[config.mk]
export PLATFORM = sky130hd
export DESIGN_NAME = dbg_access_ctrl
export DESIGN_NICKNAME = d
export VERILOG_FILES = /design/src/rtl/dbg_access_pkg.sv /design/src/rtl/boot_stage_fsm.sv /design/src/rtl/dbg_auth.sv /design/src/rtl/dbg_mode_ctrl.sv /design/src/rtl/dbg_access_ctrl.sv
export SDC_FILE = /design/constraint.sdc
export NUM_CORES = 1
export LEC_CHECK = 0
export CORE_MARGIN = 3
export CORE_UTILIZATION = 29
export CTS_CLUSTER_SIZE = 40
export DETAILED_ROUTE_END_ITERATION = 16
export GPL_TIMING_DRIVEN = 0
export PLACE_DENSITY_LB_ADDON = 0.15
export SLEW_MARGIN = 10
export SYNTH_ARGS = -nofsm -noshare
export SYNTH_HDL_FRONTEND = slang
export SYNTH_SLANG_ARGS = --single-unit
[constraint.sdc]
create_clock -name clk -period 1.75 [get_ports clk]
set_clock_uncertainty 0.2 [all_clocks]
set_input_delay 0.175 -clock clk [delete_from_list [all_inputs] [get_ports clk]]
set_output_delay 0.175 -clock clk [all_outputs]
set_load 0.02 [all_outputs]
[src/rtl/dbg_access_pkg.sv]
// Package: shared encodings for the debug access level controller.
// Assumes a 2-bit privilege encoding with user = 0 and machine = 3.
package dbg_access_pkg;
    typedef enum logic [1:0] {
        ST_RESET   = 2'd0,
        ST_ROM     = 2'd1,
        ST_HANDOFF = 2'd2,
        ST_USER    = 2'd3
    } boot_stage_e;

    typedef enum logic [1:0] {
        LVL_NONE = 2'd0,
        LVL_USER = 2'd1,
        LVL_FULL = 2'd2
    } acc_lvl_e;

    localparam logic [1:0] PRIV_U = 2'd0;
    localparam logic [1:0] PRIV_M = 2'd3;
endpackage

[src/rtl/boot_stage_fsm.sv]
// Module: boot_stage_fsm
// Tracks the boot stage. It moves forward one step per advance pulse,
// saturates at the user stage, and returns to the reset stage only on reset.
// Assumes the advance input is synchronous to clk.
module boot_stage_fsm
    import dbg_access_pkg::*;
(
    input  logic        clk,
    input  logic        rst_n,
    input  logic        adv_i,
    output boot_stage_e stage_o
);
    boot_stage_e stage_q;

    // Forward-only stage register.
    always_ff @(posedge clk) begin
        if (!rst_n) begin
            stage_q <= ST_RESET;
        end else if (adv_i && stage_q != ST_USER) begin
            stage_q <= boot_stage_e'(stage_q + 2'd1);
        end
    end

    assign stage_o = stage_q;

    // the stage never moves backwards between resets.
    p_stage_fwd_r2: assert property (@(posedge clk) disable iff (!rst_n)
        stage_q >= $past(stage_q));

    // with no advance pulse, the stage holds.
    p_stage_hold_r2: assert property (@(posedge clk) disable iff (!rst_n)
        !adv_i |=> $stable(stage_q));
endmodule

[src/rtl/dbg_auth.sv]
// Module: dbg_auth
// Holds the debug lock bit (1 = disabled), which is set on reset. It clears
// the lock on a correct password attempt and counts wrong attempts, refusing
// all attempts once MAX_FAIL failures have been seen.
// Assumes the reference password is stable while attempts are made.
module dbg_auth #(
    parameter int PW_W     = 16,
    parameter int MAX_FAIL = 3
) (
    input  logic            clk,
    input  logic            rst_n,
    input  logic            pwd_valid_i,
    input  logic [PW_W-1:0] pwd_i,
    input  logic [PW_W-1:0] pwd_ref_i,
    output logic            lock_o
);
    localparam int FAIL_W = $clog2(MAX_FAIL + 1);
    localparam logic [FAIL_W-1:0] FAIL_LIM = FAIL_W'(MAX_FAIL);

    logic              lock_q;
    logic [FAIL_W-1:0] fail_q;
    logic              blocked;
    logic              try_ok;
    logic              try_bad;

    // Decode the current attempt into success or failure.
    always_comb begin
        blocked = (fail_q >= FAIL_LIM);
        try_ok  = pwd_valid_i && !blocked && (pwd_i == pwd_ref_i);
        try_bad = pwd_valid_i && !blocked && (pwd_i != pwd_ref_i);
    end

    // Lock bit: secure from reset, cleared only by a successful attempt.
    always_ff @(posedge clk) begin
        if (!rst_n) begin
            lock_q <= 1'b1;
        end else if (try_ok) begin
            lock_q <= 1'b0;
        end
    end

    // Failure counter, saturating at the lockout limit.
    always_ff @(posedge clk) begin
        if (!rst_n) begin
            fail_q <= '0;
        end else if (try_bad) begin
            fail_q <= fail_q + 1'b1;
        end
    end

    assign lock_o = lock_q;

    // the lock only falls after a matching attempt.
    p_unlock_auth_r3: assert property (@(posedge clk) disable iff (!rst_n)
        $fell(lock_q) |-> $past(pwd_valid_i && (pwd_i == pwd_ref_i)));

    // once cleared, the lock stays clear until reset.
    p_lock_mono_r3: assert property (@(posedge clk) disable iff (!rst_n)
        !lock_q |=> !lock_q);

    // the failure count never passes the limit.
    p_no_overflow_r8: assert property (@(posedge clk) disable iff (!rst_n)
        fail_q <= FAIL_LIM);

    // an attempt made after lockout leaves the lock unchanged.
    p_blocked_r8: assert property (@(posedge clk) disable iff (!rst_n)
        (blocked && pwd_valid_i) |=> $stable(lock_q));
endmodule

[src/rtl/dbg_mode_ctrl.sv]
// Module: dbg_mode_ctrl
// Registers the debug-mode flag, entered on a request that meets the
// privilege and lock conditions and left on an exit request. Also derives the
// granted access level and the effective privilege.
// Assumes the stage and lock inputs come from registers.
module dbg_mode_ctrl
    import dbg_access_pkg::*;
(
    input  logic        clk,
    input  logic        rst_n,
    input  boot_stage_e stage_i,
    input  logic        lock_i,
    input  logic        dbg_req_i,
    input  logic        dbg_exit_i,
    input  logic [1:0]  priv_i,
    input  logic        brk_en_m_i,
    input  logic        brk_en_u_i,
    output acc_lvl_e    lvl_o,
    output logic        dbg_mode_o,
    output logic [1:0]  priv_o
);
    logic dbg_q;
    logic dbg_d;
    logic priv_ok;

    // Granted level from the lock and boot stage; full access only early.
    always_comb begin
        if (lock_i) begin
            lvl_o = LVL_NONE;
        end else if (stage_i == ST_RESET || stage_i == ST_ROM) begin
            lvl_o = LVL_FULL;
        end else begin
            lvl_o = LVL_USER;
        end
    end

    // Next debug-mode state from the request, privilege, enables and lock.
    always_comb begin
        priv_ok = ((priv_i == PRIV_M) && brk_en_m_i) ||
                  ((priv_i == PRIV_U) && brk_en_u_i);
        if (dbg_q) begin
            dbg_d = !dbg_exit_i;
        end else begin
            dbg_d = dbg_req_i && !lock_i && (lvl_o != LVL_NONE) && priv_ok;
        end
    end

    // Debug-mode flag register.
    always_ff @(posedge clk) begin
        if (!rst_n) begin
            dbg_q <= 1'b0;
        end else begin
            dbg_q <= dbg_d;
        end
    end

    assign dbg_mode_o = dbg_q;
    assign priv_o     = dbg_q ? PRIV_M : priv_i;

    // debug mode is only entered after an authorized request.
    p_dbg_auth_r5: assert property (@(posedge clk) disable iff (!rst_n)
        $rose(dbg_q) |-> $past(dbg_req_i && !lock_i));

    // an exit request always leaves debug mode.
    p_exit_r6: assert property (@(posedge clk) disable iff (!rst_n)
        (dbg_q && dbg_exit_i) |=> !dbg_q);

    // privilege is only raised while in debug mode.
    p_priv_elev_r7: assert property (@(posedge clk) disable iff (!rst_n)
        (priv_o == PRIV_M && priv_i != PRIV_M) |-> dbg_q);

    // full access appears only in the early boot stages.
    p_full_early_r9: assert property (@(posedge clk) disable iff (!rst_n)
        (lvl_o == LVL_FULL) |-> (stage_i == ST_RESET || stage_i == ST_ROM));
endmodule

[src/rtl/dbg_access_ctrl.sv]
// Module: dbg_access_ctrl (top)
// Connects the boot stage tracker, the password and lock unit, and the
// debug-mode controller, and decides the debug access granted to an
// external debugger.
// Assumes all inputs are synchronous to clk.
module dbg_access_ctrl #(
    parameter int PW_W     = 16,
    parameter int MAX_FAIL = 3
) (
    input  logic            clk,
    input  logic            rst_n,
    input  logic            stage_adv_i,
    input  logic            pwd_valid_i,
    input  logic [PW_W-1:0] pwd_i,
    input  logic [PW_W-1:0] pwd_ref_i,
    input  logic            dbg_req_i,
    input  logic            dbg_exit_i,
    input  logic [1:0]      priv_i,
    input  logic            brk_en_m_i,
    input  logic            brk_en_u_i,
    output logic [1:0]      stage_o,
    output logic            lock_o,
    output logic [1:0]      lvl_o,
    output logic            dbg_mode_o,
    output logic [1:0]      priv_o
);
    import dbg_access_pkg::*;

    boot_stage_e stage;
    acc_lvl_e    lvl;
    logic        lock;

    boot_stage_fsm u_stage (
        .clk     (clk),
        .rst_n   (rst_n),
        .adv_i   (stage_adv_i),
        .stage_o (stage)
    );

    dbg_auth #(
        .PW_W     (PW_W),
        .MAX_FAIL (MAX_FAIL)
    ) u_auth (
        .clk         (clk),
        .rst_n       (rst_n),
        .pwd_valid_i (pwd_valid_i),
        .pwd_i       (pwd_i),
        .pwd_ref_i   (pwd_ref_i),
        .lock_o      (lock)
    );

    dbg_mode_ctrl u_mode (
        .clk        (clk),
        .rst_n      (rst_n),
        .stage_i    (stage),
        .lock_i     (lock),
        .dbg_req_i  (dbg_req_i),
        .dbg_exit_i (dbg_exit_i),
        .priv_i     (priv_i),
        .brk_en_m_i (brk_en_m_i),
        .brk_en_u_i (brk_en_u_i),
        .lvl_o      (lvl),
        .dbg_mode_o (dbg_mode_o),
        .priv_o     (priv_o)
    );

    assign stage_o = stage;
    assign lock_o  = lock;
    assign lvl_o   = lvl;
endmodule

==> reports/metrics.yaml, run 1 <==
global_routing:
  track_usage: 0.132
  grt_pass1_vias: 525
  grt_max_degree: 9
  grt_overflow_total: 0
  grt_antenna_before_repair: 0
  grt_pass1_wl_mm: 2.13
worst_setup_path:
  regToRegEndpoint: "u_stage.stage_o[1]"
  slowest_delay_ns: 0.63
  reg2reg_slack_ns: 0.42
  worst_path_max_delay_cell: "clkdlybuf4s50_1"
  cp_num_buf_inv: 1
  reg2reg_depth: 5
  r2r-start: "u_stage.stage_o[0]"
  cp_max_fo: 5
  cp_top_family: "buffers and inverters"
  crit_path_end_kind: "primary output"
  crit_required_ns: 1.37
  cp-start-kind: "flop"
  criticalPathCategory: "flop to primary output"
  path_cells: "clkdlybuf4s50_1"
  critical_path_arrival_ns: 1.27
finish:
  area_growth_pct: 103
  fin_util: 0.658
  drive_gt1_frac: 0.0901
  num-fill-cells: 139
  nets: 159
  fin_area_mm2: 0.00105
  final_cells: 135
  antenna_cells: 0
route:
  drt.antenna.violating_nets: 0
  vias_per_cell: 4.36
  totalWireLength_mm: 1.43
  first_iter_violations: 5
  dr.pass1.iters: 4
  drc: 0
  post_drt_wl_per_cell_um: 10.6
  vias: 589
power:
  p_leak_nw: 0.392
  powerDensity_mw_per_mm2: 459
  power_uw: 481
  vdd.ir_drop.worst_mv: 0.520
logic_synthesis:
  avgSynthCellArea_um2: 8.76
  synth_ff_type: "dfxtp_1"
  yosysWarningCount: 0
  synthMostInstantiatedCell: "xnor2_1"
  seq_area_frac_synth: 0.232
  yosysTopAreaCell: "xnor2_1"
  syn_area_um2: 517
  syn-num-nets: 105
  netlist_instances: 59
  yosys.area.top_type_share: 0.288
  synth-edff-count: 0
  synth_seq_cells: 6
  synth-async-reset-ratio: 0
  synth_cell_types: 20
  synth_commonest_cells: "xnor2_1, dfxtp_1, ha_1, nand4_1, nor2_1"
  yosys-top-cells-area: "xnor2_1, dfxtp_1, ha_1"
timing:
  hold_viol: 0
  fin_tns_setup_ns: 0
  finalCriticalPeriod_ns: 1.65
  fmax_ghz: 0.608
  setup_violations: 0
  maxSlewHeadroom: 0.821
  fin_ws_ns: 0.105
  rsz0062_at_grt: "no"
  holdWs_ns: 0.270
  worst_pin_slew_ns: 0.266
  final-max-slew-violation-count: 0
  fin_crit_sh: 0.940
clock_network:
  cts_buffer_depth: 2
  cts_root_buffer: "clkbuf_4"
  cts_made_buffers: 3
  cts.sinks: 6
  clk_latency_ns: 0.24
  clkTransAtPathRegs_ns: 0.04
  ctsHoldBuffers: 0
  cts_tree: "yes"
  h-tree-depth: 1
die:
  die-area_mm2: 0.00232
  io_pins: 50
  dieWidth_um: 48.2
  start_util: 0.324
  die_h_um: 48.2
  placementRows: 14
  core-area_mm2: 0.00159
outcome:
  status: "finished, final reports clean"
worst_hold_path:
  hp-start: "u_auth.fail_q[1]"
  hold_path_end: "u_auth.fail_q[1]"
  hp-class: "flop to flop"
  hold_depth: 2
place:
  place_ws_ns: -0.100
  placed_cell_area_mm2: 0.00104
  dp.cells: 132
  routabilityCongestion: 0.655
  port_buffers: 49
job:
  maxCapViolCount: 0
## cell type report
class,instances,area [µm²],area share
flip-flops and latches,6,121,0.116
multi-input cells,51,389,0.371
well taps,24,30.0,0.0286
repair buffers,49,478,0.456
inverters,2,7.51,0.00716
clock buffers,3,22.5,0.0215
## report_power, final
group | switching [mW] | leakage [nW] | total (mW) | internal, mW
Clock | 0.0458 | 0.0138 | 0.123 | 0.0773
Sequential | 0.00772 | 0.0494 | 0.155 | 0.148
Combinational | 0.0653 | 0.329 | 0.203 | 0.138
Total | 0.119 | 0.392 | 0.481 | 0.363
## worst min-delay path: cells and delay by family, from the launching register on
kind / cells / cell delay (ns)
and+or+nand+nor: 1 / 0.05
muxes: 1 / 0.05
DFF: 1 / 0.31
## kinds of logic (layout without fill, tap and decap cells)
| logic type | after synthesis | after routing | share of synthesized area |
|---|---|---|---|
| XOR/XNOR | 17 | 17 | 0.288 |
| flip-flops | 6 | 6 | 0.232 |
| buffers and inverters | 2 | 54 | 0.0145 |
| adder cells (fa/ha/maj) | 4 | 4 | 0.0969 |
| AO/OA/AOI/OAI | 4 | 4 | 0.0557 |
| AND/OR/NAND/NOR | 24 | 24 | 0.274 |
| multiplexers | 2 | 2 | 0.0387 |
## what timing repair did
item                                    CTS  global route
pin swaps                                 0             0
endpoints found under the setup margin    4             2
gates resized for setup                   7             4
hold endpoints to repair                  0             0
gates cloned                              0             0
buffers inserted                          0             0
## layout by cell type (no fill, tap or decap), types with 2 or more instances in the layout
| cell type | instances |
|---|---|
| dlygate4sd2_1 | 2 |
| mux2i_1 | 2 |
| nand4_1 | 4 |
| ha_1 | 4 |
| clkdlybuf4s50_1 | 45 |
| nand2b_1 | 3 |
| inv_1 | 2 |
| nor2_1 | 4 |
| clkbuf_4 | 3 |
| nand2_1 | 3 |
| dfxtp_1 | 5 |
| nor2b_1 | 3 |
| xnor2_1 | 17 |
| or2_2 | 2 |
## worst max-delay path by stage
stage	startpoint	cells after the start	end
finish	u_auth.lock_o	1	lock_o
global route	pwd_ref_i[2]	6	u_auth.lock_o
CTS	u_stage.stage_o[0]	5	lvl_o[1]
detailed placement	pwd_i[3]	6	u_auth.lock_o
global placement	pwd_i[3]	6	u_auth.lock_o
floorplan	u_stage.stage_o[0]	3	lvl_o[0]
## sequential cells by signal, indices dropped and copies added (netlist names)
name               flops
u_auth.fail_q          2
u_auth.lock_o          1
u_mode.dbg_mode_o      1
u_stage.stage_o        2
## per-layer routing
layer / up-vias / GRT usage / wire length, µm
met5: - / 0 / 0
met4: 0 / 0.0161 / 0
li1: 302 / - / -
met2: 27 / 0.268 / 797
met1: 260 / 0.127 / 499
met3: 0 / 0.0480 / 129
No activity file was read; power rests on OpenSTA's default activity.
==> inputs of run 2 (changes only) <==
--- a/config.mk
+++ b/config.mk
@@ -10,7 +10,7 @@
 export CTS_CLUSTER_SIZE = 40
 export DETAILED_ROUTE_END_ITERATION = 16
 export GPL_TIMING_DRIVEN = 0
-export PLACE_DENSITY_LB_ADDON = 0.15
+export PLACE_DENSITY_LB_ADDON = 0.12
 export SLEW_MARGIN = 10
 export SYNTH_ARGS = -nofsm -noshare
 export SYNTH_HDL_FRONTEND = slang
==> reports/metrics.yaml, run 2 (synthesized netlist as in run 1, its figures left out) <==
timing:
  holdWs_ns: 0.268  # -0.00199 ns
  maxSlewHeadroom: 0.821  # about the same
  worst_pin_slew_ns: 0.267  # +0.00107 ns
  hold_viol: 0  # unchanged
  fin_crit_sh: 0.933  # -0.00711
  rsz0062_at_grt: "no"
  fin_ws_ns: 0.117  # +0.0124 ns
  fin_tns_setup_ns: 0  # unchanged
  fmax_ghz: 0.613  # +0.76%
  final-max-slew-violation-count: 0  # unchanged
  setup_violations: 0  # unchanged
  finalCriticalPeriod_ns: 1.63  # -0.0124 ns
global_routing:
  track_usage: 0.127  # -0.00514
  grt_antenna_before_repair: 0  # unchanged
  grt_pass1_wl_mm: 2.02  # -4.9%
  grt_overflow_total: 0  # unchanged
  grt_pass1_vias: 502  # -4.4%
  grt_max_degree: 9  # unchanged
worst_setup_path:
  critical_path_arrival_ns: 1.26  # about the same
  criticalPathCategory: "flop to primary output"
  worst_path_max_delay_cell: "clkdlybuf4s50_1"
  crit_required_ns: 1.37  # about the same
  slowest_delay_ns: 0.63  # about the same
  crit_path_end_kind: "primary output"
  cp-start-kind: "flop"
  path_cells: "clkdlybuf4s50_1"
  cp_num_buf_inv: 1  # unchanged
  cp_max_fo: 5  # unchanged
  cp_top_family: "buffers and inverters"
clock_network:
  clk_latency_ns: 0.24  # about the same
  cts_buffer_depth: 2  # unchanged
  cts_made_buffers: 3  # unchanged
  h-tree-depth: 1  # unchanged
  cts.sinks: 6  # unchanged
  clkTransAtPathRegs_ns: 0.05  # about the same
  post_cts_buffers: 0  # unchanged
  cts_tree: "yes"
  cts_root_buffer: "clkbuf_4"
route:
  vias: 575  # -2.4%
  totalWireLength_mm: 1.34  # -6.2%
  dr.pass1.iters: 4  # unchanged
  post_drt_wl_per_cell_um: 9.90  # -6.2%
  drt.antenna.violating_nets: 0  # unchanged
  vias_per_cell: 4.26  # -2.4%
  drc: 0  # unchanged
  first_iter_violations: 7  # +2
die:
  start_util: 0.324  # unchanged
  core-area_mm2: 0.00159  # unchanged
  dieWidth_um: 48.2  # unchanged
  die_h_um: 48.2  # unchanged
  placementRows: 14  # unchanged
  die-area_mm2: 0.00232  # unchanged
  io_pins: 50  # unchanged
power:
  vdd.ir_drop.worst_mv: 0.377  # -28%
  p_leak_nw: 0.392  # unchanged
  powerDensity_mw_per_mm2: 459  # about the same
finish:
  nets: 159  # unchanged
  final_cells: 135  # unchanged
  drive_gt1_frac: 0.0901  # unchanged
  area_growth_pct: 103  # unchanged
  final_common_cell: "clkdlybuf4s50_1"
  layout_common_cells: "clkdlybuf4s50_1, xnor2_1, dfxtp_1"
  antenna_cells: 0  # unchanged
  fin_util: 0.658  # unchanged
place:
  routabilityCongestion: 0.655  # about the same
  place_ws_ns: -0.0880  # +0.0122 ns
  port_buffers: 49  # unchanged
  dp.cells: 132  # unchanged
worst_hold_path:
  hp-class: "flop to flop"
outcome:
  status: "finished, final reports clean"
job:
  maxCapViolCount: 0  # unchanged
run 2: final cells by class:
cell class	instances	area [µm²]
clock buffer	3	22.5
fill	146	546
inverter	2	7.51
multi-input combinational	51	389
sequential	6	121
tap	24	30.0
timing repair buffer	49	478
run 2: worst paths after layout:
check / start / endpoint / cells after the start / slack (ns)
worst max register to register: u_auth.fail_q[0] / u_auth.fail_q[0] / 4 / 0.41
worst min-delay path: u_auth.fail_q[1] / u_auth.fail_q[1] / 2 / 0.27
worst max-delay path: u_auth.lock_o / lock_o / 1 / 0.12
worst min register to register: u_auth.fail_q[1] / u_auth.fail_q[1] / 2 / 0.27
run 2: timing repair:
| item | 4_1_cts | 5_1_grt |
|---|---|---|
| gates cloned | 0 | 0 |
| resized for setup | 7 | 4 |
| setup endpoints to repair | 4 | 2 |
| hold buffers | 0 | 0 |
| pin swaps | 0 | 0 |
run 2: routing by layer:
metal | part of all wire | up-vias | GRT usage | wire [µm]
li1 | - | 302 | - | -
met1 | 0.36 | 246 | 0.117 | 482
met2 | 0.53 | 27 | 0.242 | 703
met3 | 0.11 | 0 | 0.0554 | 151
met4 | 0 | 0 | 0.0484 | 0
met5 | 0 | - | 0 | 0
run 2: stage by stage:
stage                     instance area, µm²  power (mW)
final                                   1050       0.481
after global routing                    1050       0.520
after CTS                               1060       0.489
after detailed placement                1040       0.361
after global placement                  1040       0.358
after floorplan                          517       0.239
run 2: power breakdown:
part	switching, mW	internal [mW]	leakage, nW
clock	0.0477	0.0774	0.0138
sequential	0.00771	0.147	0.0494
combinational	0.0634	0.137	0.329
